## src/rtl/cpage_pkg.sv

```systemverilog
package cpage_pkg;
  localparam int LINES       = 64;
  localparam int LINE_W      = $clog2(LINES);
  localparam int CODE_W      = 2;
  localparam int MAX_CHUNKS  = 8;
  localparam int CHUNK_W     = $clog2(MAX_CHUNKS + 1);
  localparam int CHUNK_BYTES = 512;
  localparam int LINE_BYTES  = 64;
  localparam int MAX_INFL    = 17;
  localparam int CNT_W       = 6;
  localparam int FREE_W      = $clog2(MAX_CHUNKS * CHUNK_BYTES + 1);

  typedef struct packed {
    logic                               valid;
    logic                               zero;
    logic                               compressed;
    logic [CHUNK_W-1:0]                 chunks;
    logic [LINES-1:0][CODE_W-1:0]       codes;
    logic [MAX_INFL-1:0][LINE_W-1:0]    ptrs;
    logic [CNT_W-1:0]                   inflCnt;
    logic [FREE_W-1:0]                  freeBytes;
  } meta_t;

  localparam int META_W = $bits(meta_t);

  typedef enum logic [1:0] {
    PL_INPLACE = 2'd0,
    PL_ROOM    = 2'd1,
    PL_GROW    = 2'd2,
    PL_RELOC   = 2'd3
  } place_e;

  typedef struct packed {
    logic   setCode;
    logic   append;
    logic   addChunk;
    logic   allocPage;
    logic   reloc;
    place_e place;
  } strobe_t;

  function automatic logic [FREE_W-1:0] slotBytes(input logic [CODE_W-1:0] code);
    case (code)
      2'd0:    slotBytes = FREE_W'(0);
      2'd1:    slotBytes = FREE_W'(8);
      2'd2:    slotBytes = FREE_W'(32);
      default: slotBytes = FREE_W'(LINE_BYTES);
    endcase
  endfunction
endpackage

```

## src/rtl/cpage_place_ctrl.sv

```systemverilog
module cpage_place_ctrl
  import cpage_pkg::*;
(
  input  logic    clk,
  input  logic    rstN,
  input  logic    wbValid,
  input  logic    mapped,
  input  logic    compressedPg,
  input  logic    zeroLine,
  input  logic    inflHit,
  input  logic    grows,
  input  logic    roomOk,
  input  logic    ptrFull,
  input  logic    chunkFull,
  output strobe_t st
);

  always_comb begin
    st       = '0;
    st.place = PL_INPLACE;
    if (!mapped) begin
      st.allocPage = !zeroLine;
    end else if (!compressedPg) begin
      st.place = PL_INPLACE;
    end else if (inflHit) begin
      st.place = PL_ROOM;
    end else if (!grows) begin
      st.setCode = 1'b1;
    end else if (ptrFull) begin
      st.reloc = 1'b1;
      st.place = PL_RELOC;
    end else if (roomOk) begin
      st.append = 1'b1;
      st.place  = PL_ROOM;
    end else if (!chunkFull) begin
      st.append   = 1'b1;
      st.addChunk = 1'b1;
      st.place    = PL_GROW;
    end else begin
      st.reloc = 1'b1;
      st.place = PL_RELOC;
    end
  end

  // no pointer is appended to a full pointer list, no chunk added to a full page
  p_append_cap_r4: assert property (@(posedge clk) disable iff (!rstN)
    (wbValid && st.append) |-> !ptrFull);
  p_chunk_cap_r5: assert property (@(posedge clk) disable iff (!rstN)
    (wbValid && st.addChunk) |-> (!chunkFull && !roomOk));

endmodule

```

## src/rtl/cpage_place_dp.sv

```systemverilog
module cpage_place_dp
  import cpage_pkg::*;
(
  input  logic              clk,
  input  logic              rstN,
  input  logic              wbValid,
  input  logic              evictValid,
  input  logic [LINE_W-1:0] wbLine,
  input  logic [CODE_W-1:0] wbCode,
  input  meta_t             metaIn,
  input  strobe_t           st,
  output logic              mapped,
  output logic              compressedPg,
  output logic              zeroLine,
  output logic              inflHit,
  output logic              grows,
  output logic              roomOk,
  output logic              ptrFull,
  output logic              chunkFull,
  output logic              outValid,
  output meta_t             metaOut,
  output place_e            placeCode,
  output logic              chunkReq,
  output logic              relocReq,
  output logic              repackReq
);

  logic [FREE_W-1:0]   oldBytes;
  logic [FREE_W-1:0]   newBytes;
  logic [MAX_INFL-1:0] hitVec;
  meta_t               nxt;

  assign oldBytes     = slotBytes(metaIn.codes[wbLine]);
  assign newBytes     = slotBytes(wbCode);
  assign mapped       = metaIn.valid;
  assign compressedPg = metaIn.compressed;
  assign zeroLine     = (wbCode == '0);
  assign grows        = newBytes > oldBytes;
  assign roomOk       = metaIn.freeBytes >= FREE_W'(LINE_BYTES);
  assign ptrFull      = metaIn.inflCnt >= CNT_W'(MAX_INFL);
  assign chunkFull    = metaIn.chunks >= CHUNK_W'(MAX_CHUNKS);

  for (genvar k = 0; k < MAX_INFL; k++) begin : g_match
    assign hitVec[k] = (CNT_W'(k) < metaIn.inflCnt) && (metaIn.ptrs[k] == wbLine);
  end
  assign inflHit = |hitVec;

  always_comb begin
    nxt = metaIn;
    if (st.allocPage) begin
      nxt               = '0;
      nxt.valid         = 1'b1;
      nxt.compressed    = 1'b1;
      nxt.chunks        = CHUNK_W'(1);
      nxt.codes[wbLine] = wbCode;
      nxt.freeBytes     = FREE_W'(CHUNK_BYTES) - newBytes;
    end
    if (st.setCode) begin
      nxt.codes[wbLine] = wbCode;
      nxt.freeBytes     = metaIn.freeBytes + oldBytes - newBytes;
    end
    if (st.append) begin
      for (int k = 0; k < MAX_INFL; k++) begin
        if (CNT_W'(k) == metaIn.inflCnt) nxt.ptrs[k] = wbLine;
      end
      nxt.inflCnt   = metaIn.inflCnt + CNT_W'(1);
      nxt.freeBytes = metaIn.freeBytes - FREE_W'(LINE_BYTES);
    end
    if (st.addChunk) begin
      nxt.chunks    = metaIn.chunks + CHUNK_W'(1);
      nxt.freeBytes = nxt.freeBytes + FREE_W'(CHUNK_BYTES);
    end
  end

  always_ff @(posedge clk) begin
    if (!rstN) begin
      outValid  <= 1'b0;
      metaOut   <= '0;
      placeCode <= PL_INPLACE;
      chunkReq  <= 1'b0;
      relocReq  <= 1'b0;
      repackReq <= 1'b0;
    end else begin
      outValid  <= wbValid;
      chunkReq  <= wbValid && (st.allocPage || st.addChunk);
      relocReq  <= wbValid && st.reloc;
      repackReq <= evictValid && metaIn.valid &&
                   (metaIn.freeBytes >= FREE_W'(CHUNK_BYTES));
      if (wbValid) begin
        metaOut   <= nxt;
        placeCode <= st.place;
      end
    end
  end

  // a relocation request returns the entry untouched
  p_reloc_keep_r6: assert property (@(posedge clk) disable iff (!rstN)
    relocReq |-> (metaOut == $past(metaIn)));
  // growing adds exactly one chunk and never passes the page limit
  p_grow_one_r5: assert property (@(posedge clk) disable iff (!rstN)
    (outValid && placeCode == PL_GROW) |->
      (metaOut.chunks == $past(metaIn.chunks) + CHUNK_W'(1)));
  p_chunk_limit_r5: assert property (@(posedge clk) disable iff (!rstN)
    (outValid && $past(metaIn.chunks) <= CHUNK_W'(MAX_CHUNKS)) |->
      (metaOut.chunks <= CHUNK_W'(MAX_CHUNKS)));
  // inflated count never exceeds the pointer capacity
  p_infl_limit_r4: assert property (@(posedge clk) disable iff (!rstN)
    (outValid && $past(metaIn.inflCnt) <= CNT_W'(MAX_INFL)) |->
      (metaOut.inflCnt <= CNT_W'(MAX_INFL)));
  // repack only for a valid entry with a whole chunk of slack
  p_repack_gate_r11: assert property (@(posedge clk) disable iff (!rstN)
    repackReq |-> ($past(metaIn.valid) && $past(metaIn.freeBytes) >= FREE_W'(CHUNK_BYTES)));

endmodule

```

## src/rtl/cpage_wb_placer.sv

```systemverilog
module cpage_wb_placer
  import cpage_pkg::*;
(
  input  logic              clk,
  input  logic              rstN,
  input  logic              wbValid,
  input  logic [LINE_W-1:0] wbLine,
  input  logic [CODE_W-1:0] wbCode,
  input  logic              evictValid,
  input  logic [META_W-1:0] metaIn,
  output logic              outValid,
  output logic [META_W-1:0] metaOut,
  output logic [1:0]        placeCode,
  output logic              chunkReq,
  output logic              relocReq,
  output logic              repackReq
);

  meta_t   metaInS;
  meta_t   metaOutS;
  place_e  placeS;
  strobe_t st;
  logic    mapped, compressedPg, zeroLine, inflHit, grows, roomOk, ptrFull, chunkFull;

  assign metaInS   = metaIn;
  assign metaOut   = metaOutS;
  assign placeCode = placeS;

  cpage_place_ctrl u_ctrl (
    .clk(clk), .rstN(rstN), .wbValid(wbValid),
    .mapped(mapped), .compressedPg(compressedPg), .zeroLine(zeroLine),
    .inflHit(inflHit), .grows(grows), .roomOk(roomOk),
    .ptrFull(ptrFull), .chunkFull(chunkFull), .st(st)
  );

  cpage_place_dp u_dp (
    .clk(clk), .rstN(rstN), .wbValid(wbValid), .evictValid(evictValid),
    .wbLine(wbLine), .wbCode(wbCode), .metaIn(metaInS), .st(st),
    .mapped(mapped), .compressedPg(compressedPg), .zeroLine(zeroLine),
    .inflHit(inflHit), .grows(grows), .roomOk(roomOk),
    .ptrFull(ptrFull), .chunkFull(chunkFull),
    .outValid(outValid), .metaOut(metaOutS), .placeCode(placeS),
    .chunkReq(chunkReq), .relocReq(relocReq), .repackReq(repackReq)
  );

  // no request is raised without an input in the previous cycle
  p_req_cause_r1: assert property (@(posedge clk) disable iff (!rstN)
    (chunkReq || relocReq) |-> $past(wbValid));

endmodule

```

## config.mk

```make
export PLATFORM = sky130hd
export DESIGN_NAME = cpage_wb_placer
export DESIGN_NICKNAME = d
export VERILOG_FILES = /design/src/rtl/cpage_pkg.sv /design/src/rtl/cpage_place_ctrl.sv /design/src/rtl/cpage_place_dp.sv /design/src/rtl/cpage_wb_placer.sv
export SDC_FILE = /design/constraint.sdc
export NUM_CORES = 1
export LEC_CHECK = 0
export BUFFER_PORTS_ARGS = -buffer_cell sky130_fd_sc_hd__buf_2
export CAP_MARGIN = 20
export CORE_AREA = 2 2 206 208
export DETAILED_ROUTE_END_ITERATION = 7
export DIE_AREA = 0 0 208 210
export GPL_ROUTABILITY_DRIVEN = 0
export GPL_TIMING_DRIVEN = 0
export PLACE_DENSITY = 0.62
export SETUP_SLACK_MARGIN = 0.4
export SLEW_MARGIN = 20
export SYNTH_ARGS = -nofsm -noshare
export SYNTH_HDL_FRONTEND = slang
export SYNTH_SLANG_ARGS = --single-unit
```

## constraint.sdc

```tcl
create_clock -name clk -period 14.65 [get_ports clk]
set_input_delay 2.93 -clock clk [delete_from_list [all_inputs] [get_ports clk]]
set_output_delay 2.93 -clock clk [all_outputs]
set_load 0.005 [all_outputs]
```

# Yosys cells after proc, flatten, opt, wreduce, memory -nomap -nowiden
# Index checks and enable logic that the tools add are counted.
# totals
reg_bits,262
elab_cells,240
# op_classes
reduce_logical,28
n_mux,51
n_lt_le_gt_ge,24
add_sub_neg,7
eq_ne,37
bitwise,1
# op_table
cell,n
$mux W256,1
$and A128 B128 Y128,1
$bwmux W128,1
$mux W128,1
$mux W121,1
$eq A6 B6 Y1,17
$mux W6,17
$eq A4 B6 Y1 const A,8
$lt A4 B6 Y1 const A,8
$pmux W7 S3,2
$mux W13,2
$eq A3 B6 Y1 const A,4
$lt A3 B6 Y1 const A,4
$logic_and A1 B1 Y1,22
$mux W3,6
$reduce_or A17 Y1,1
$mux W2,8
$add A13 B10 Y13 const B,1
$add A13 B7 Y13,1
$ge A13 B10 Y1 const B,1
$ge A13 B7 Y1 const B,1
$sub A13 B7 Y13,1
$sub A13 B7 Y13 const B,1
$bmux W2 S6,1
other kinds (23),37

# Logic depth before layout (Yosys ltp)
# logic_depth
word_depth,13
depth_mapped,31
mapped_depth_nobuf,28

# By module
# A second synthesis with hierarchy kept.
# unflattened
hier_cells,1891
area_unflattened_um2,16148.0
# by_module_without_submodules
mod,area_per_inst_um2,cells_each,n_inst,seq_area_each_um2
cpage_place_dp,16060.4,1878,1,5245.0
cpage_place_ctrl,87.6,13,1,0.0

# Worst setup path before layout
# No wires, ideal clock.
# synth_path
kind,input to register
startpoint,in wbLine[2]
endpoint,reg u_dp.metaOut[10] (netlist name)
path_buffers,5
setup_slack_ns,6.182
path_stages,27
arrival_time_ns,8.398
setup_ns,0.070
path_cell_list,buf_4 buf_6 buf_2 inv_1 nor3_1 clkbuf_1 clkbuf_1 a22oi_1 a31oi_1 a21oi_1 nand4_1 nor2_1 fa_1 ha_1 o21a_1 o211ai_1 a21oi_1 a2111oi_0 xor2_1 and3_1 a221oi_1 and2_1 inv_1 ha_1 nor2_1 a211o_1 a21oi_1
# synth_via
elab_chain_cells,13
elab_cells_between_ends,53
classes_between,add/sub: 3; order compare: 1; eq/ne: 19; mux: 11; reduce/logical: 19
# synth_rtl
element,line_no,rtl
"start, declared",cpage_wb_placer.sv:7,"input logic [LINE_W-1:0] wbLine,"
branches (longest 12 deep; another with $add A13 B7 Y13),n/a,
$mux W13 (*),cpage_place_dp.sv:69,if (st.addChunk) begin
# Mark *: on every way between the ends. The select of a mux whose other input is x is not followed.
# A chain may end at the register's enable or synchronous reset.

# Worst setup path after layout
# layout_path
startpoint,in wbLine[2]
endpoint,reg u_dp.metaOut[215] (netlist name)
# layout_via
elab_chain_cells,10
elab_cells_between_ends,55
classes_between,order compare: 3; eq/ne: 19; mux: 12; bitwise: 1; reduce/logical: 20
# layout_rtl
element,line_no,rtl
$bmux W2 S6,cpage_place_dp.sv:33,assign oldBytes = slotBytes(metaIn.codes[wbLine]);
$mux W2 (not written as such),cpage_place_dp.sv:33,
$eq A2 B2 Y1 (tied with other cells),cpage_pkg.sv:43,case (code)
$pmux W7 S3,cpage_pkg.sv:43,
$gt A7 B7 Y1,cpage_place_dp.sv:38,assign grows = newBytes > oldBytes;
$mux W1,cpage_place_ctrl.sv:27,end else if (!grows) begin
$mux W3,cpage_place_ctrl.sv:25,end else if (inflHit) begin
$mux W3,cpage_place_ctrl.sv:23,end else if (!compressedPg) begin
$mux W3,cpage_place_ctrl.sv:21,if (!mapped) begin
$mux W128 (*),cpage_place_dp.sv:58,if (st.setCode) begin
# Mark *: on every way between the ends. The rest lies on a longest branch, timed or not. The select of a mux whose other input is x is not followed.

==> impl_results.md <==
- Run status: finished with violations
- Violated checks: design-rule violations
- CTS max path bufs: 3
- HP Class: flop to flop
- Leading register cell type out of synthesis: dfxtp_1
- H-tree level count: 1
- Die width: 208 um
- Category of the worst setup path capture point: flop
- Number of nets in the layout: 2764
- TritonCTS clock tree: built
- Final max-slew violation count: 0
- Worst clock skew: 0 ps
- WS Path Type: primary input to flop
- Maximum fanout encountered on the critical timing path: 10
- Rows: 75
- Total congestion overflow: 0
- Syn Inst Count: 1900
- Synth Warn #: 0
- Core footprint: 0.04148 mm2
- Data arrival at the endpoint of the critical path: 11100 ps
- Cell types occupying the most area after synthesis: dfxtp_1 (34%), a221oi_1 (7.5%), nor2_1 (7.2%)
- Most area-hungry cell type in the Yosys netlist: dfxtp_1
- CTS hold repair buffers: 0
- Number of primary I/O pins: 530
- Leakage power of the design: 0.008598 uW
- Data required, critical path: 15090 ps
- Total negative slack: 0 ps
- Post-Syn Nets: 2208
- Maximum number of pins on one net before global-route repair: 16
- Residual antenna-violating net count after detailed routing: 0
- # DRC: 1
- Sequential element share of the synthesized area: 34.07%
- Average cell area after synthesis: 8.103 um2
- Power density relative to cell area: 105.7 mW/mm2
- Count of instances resized after the clock tree is built: 0
- Antenna violations before repair: 13
- Cell at the root of the clock tree: clkbuf_16
- Number of vias in the routed layout: 19368
- Count of buffers added by post-CTS timing repair for setup: 0
- Proportion of layout cells with a drive suffix above 1: 26.09%
- Design Area, Final: 0.01976 mm2
- Kind of start point of the critical path: primary input
- Global router's overall resource usage: 38.45%
- Clock Sinks: 262
- Floorplan die area: 0.04368 mm2
- Instance area after placement: 0.01870 mm2
- Via count of the first global-routing pass: 18446
- Reg clk slew, reported paths: 60 ps
- Number of inserted filler cells in the final layout: 4279
- Area share of the leading cell type in the synthesized netlist: 34.07%
- Clock latency of the later-clocked register in the worst-skew pair: 600 ps
- Wire length of the first global-routing pass: 124600 um
- Max-capacitance violation count: 0
- Fraction of the cycle the final worst path needs: 72.81%
- Mapped Area: 0.01540 mm2
- Number of buffers created by CTS: 31
- Initial drt markers: 2686
- Distinct cell type count of the synthesized netlist: 79
- Maximum clock frequency: 93.75 MHz
- Number of storage elements in the synthesis netlist: 262
- Library cell with the highest instance count after synthesis: nor2_1
- DR vias/cell: 6.392
- Number of detailed-route iterations in the first pass: 8
- Slew Limit Headroom: 14.82%
- List of most frequent post-synthesis cells: nor2_1 (294), dfxtp_1 (262), nor3_1 (162)
- Area Overhead vs Synth: 28.36%
- EDFF count, synth: 0
- Setup repair after global routing missed its margin: no
- Die height: 210 um
- Slowest cell on the critical path: a221oi_1
- Maximum single-stage delay on the critical path: 1100 ps
- Hold violation total from the final report: 0
- Maximum VDD drop: 0.09062 mV
- Detailed-route wire length per cell: 29.31 um
- Post-synthesis async set-or-reset flop share: 0%
- Final number of setup-violating endpoints: 0
- Area occupied by registers: 0.005245 mm2
- Effective utilization at floorplan: 37.12%
- Post-DP HPWL: 68850 um
- Detailed-route wire length: 88800 um
- Minimum clock period after layout: 10670 ps
- Area of the multi-input gates: 0.009191 mm2
- Worst Max-Slew Pin Slew: 1268 ps
- Count of input and output buffers: 520
-- cell usage in the layout (no fill, tap or decap), drive strengths merged, types with 5 or more instances in the layout --
cell    instances
ha             37
and2            7
xnor2          49
a22oi          49
nand2b          5
clkinv         12
nor2          297
xor2           68
nand2          50
nand4          32
o21ai          12
a211oi         55
dfxtp         262
a311oi         21
inv            42
diode          11
o211ai         51
nor3          164
nor2b           7
a21oi          92
buf           574
clkbuf        179
o211a          43
nor4           28
a221oi        131
a31oi          59
a32oi           8
nand3          77
a22o            9
-- final timing paths --
| path | from | endpoint | slack [ps] | depth (start not counted) |
|---|---|---|---|---|
| hold reg to reg | u_dp.metaOut[1] | u_dp.metaOut[1] | 470 | 2 |
| hold / removal | u_dp.metaOut[1] | u_dp.metaOut[1] | 470 | 2 |
| setup reg to reg | u_dp.metaOut[12] | u_dp.metaOut[12] | 13810 | 2 |
| setup / recovery | wbLine[2] | u_dp.metaOut[215] | 3980 | 25 |
-- area by class of cell --
class | instances | area share (%)
tap | 539 | 3.412
buffer | 190 | 4.204
inverter | 41 | 0.7851
clock inverter | 17 | 0.8420
timing repair buffer | 523 | 13.27
sequential | 262 | 26.54
multi-input combinational | 1407 | 46.51
clock buffer | 40 | 4.299
antenna | 11 | 0.1393
-- registers in the layout (all words and copies together) (netlist names) --
register,cells
u_dp.metaOut,256
u_dp.placeCode,2
u_dp.chunkReq,1
u_dp.outValid,1
u_dp.relocReq,1
u_dp.repackReq,1
-- cell families after synthesis --
family,after synthesis,share of synthesized area [%]
flops,262,34.07
fa+ha+maj,40,3.397
compound gates,566,27.96
buf+inv,231,6.396
mux,1,0.06502
simple gates,683,21.45
xor+xnor,117,6.656
-- power breakdown --
group | internal (uW) | switching [uW]
Combinational | 182 | 328
Clock | 446 | 343
Sequential | 762 | 28.6
Total | 1390 | 699
-- through the flow --
step / std cells / hold WS (ps) / setup WS, ps / util (%) / total power [uW]
floorplan: 1900 / 452.5 / 6182 / - / 1061
global placement: 2959 / 449.1 / 3561 / 45.02 / 1287
detailed placement: 2961 / 455.0 / 3752 / 45.08 / 1294
CTS: 3018 / 465.3 / 4348 / 47.53 / 2075
global route: 3021 / 485.7 / 3875 / 47.59 / 2152
finish: 3030 / 466.9 / 3984 / 47.65 / 2089
-- metal layers --
layer / wire length (um) / up-vias / GRT usage, %
met5: 71 / - / 0
met4: 6411 / 12 / 21.77
met3: 10800 / 404 / 12.68
met2: 40310 / 1509 / 64.33
met1: 31200 / 9131 / 43.09
li1: - / 8312 / -
-- worst max-delay path: cells and delay by family --
family                     cells  cell delay, ps
AOI/OAI and AO/OA              7            2220
adders and majority gates      1             350
buffers and inverters          8            3140
and+or+nand+nor                9            2440
No activity file was read; power rests on OpenSTA's default activity.
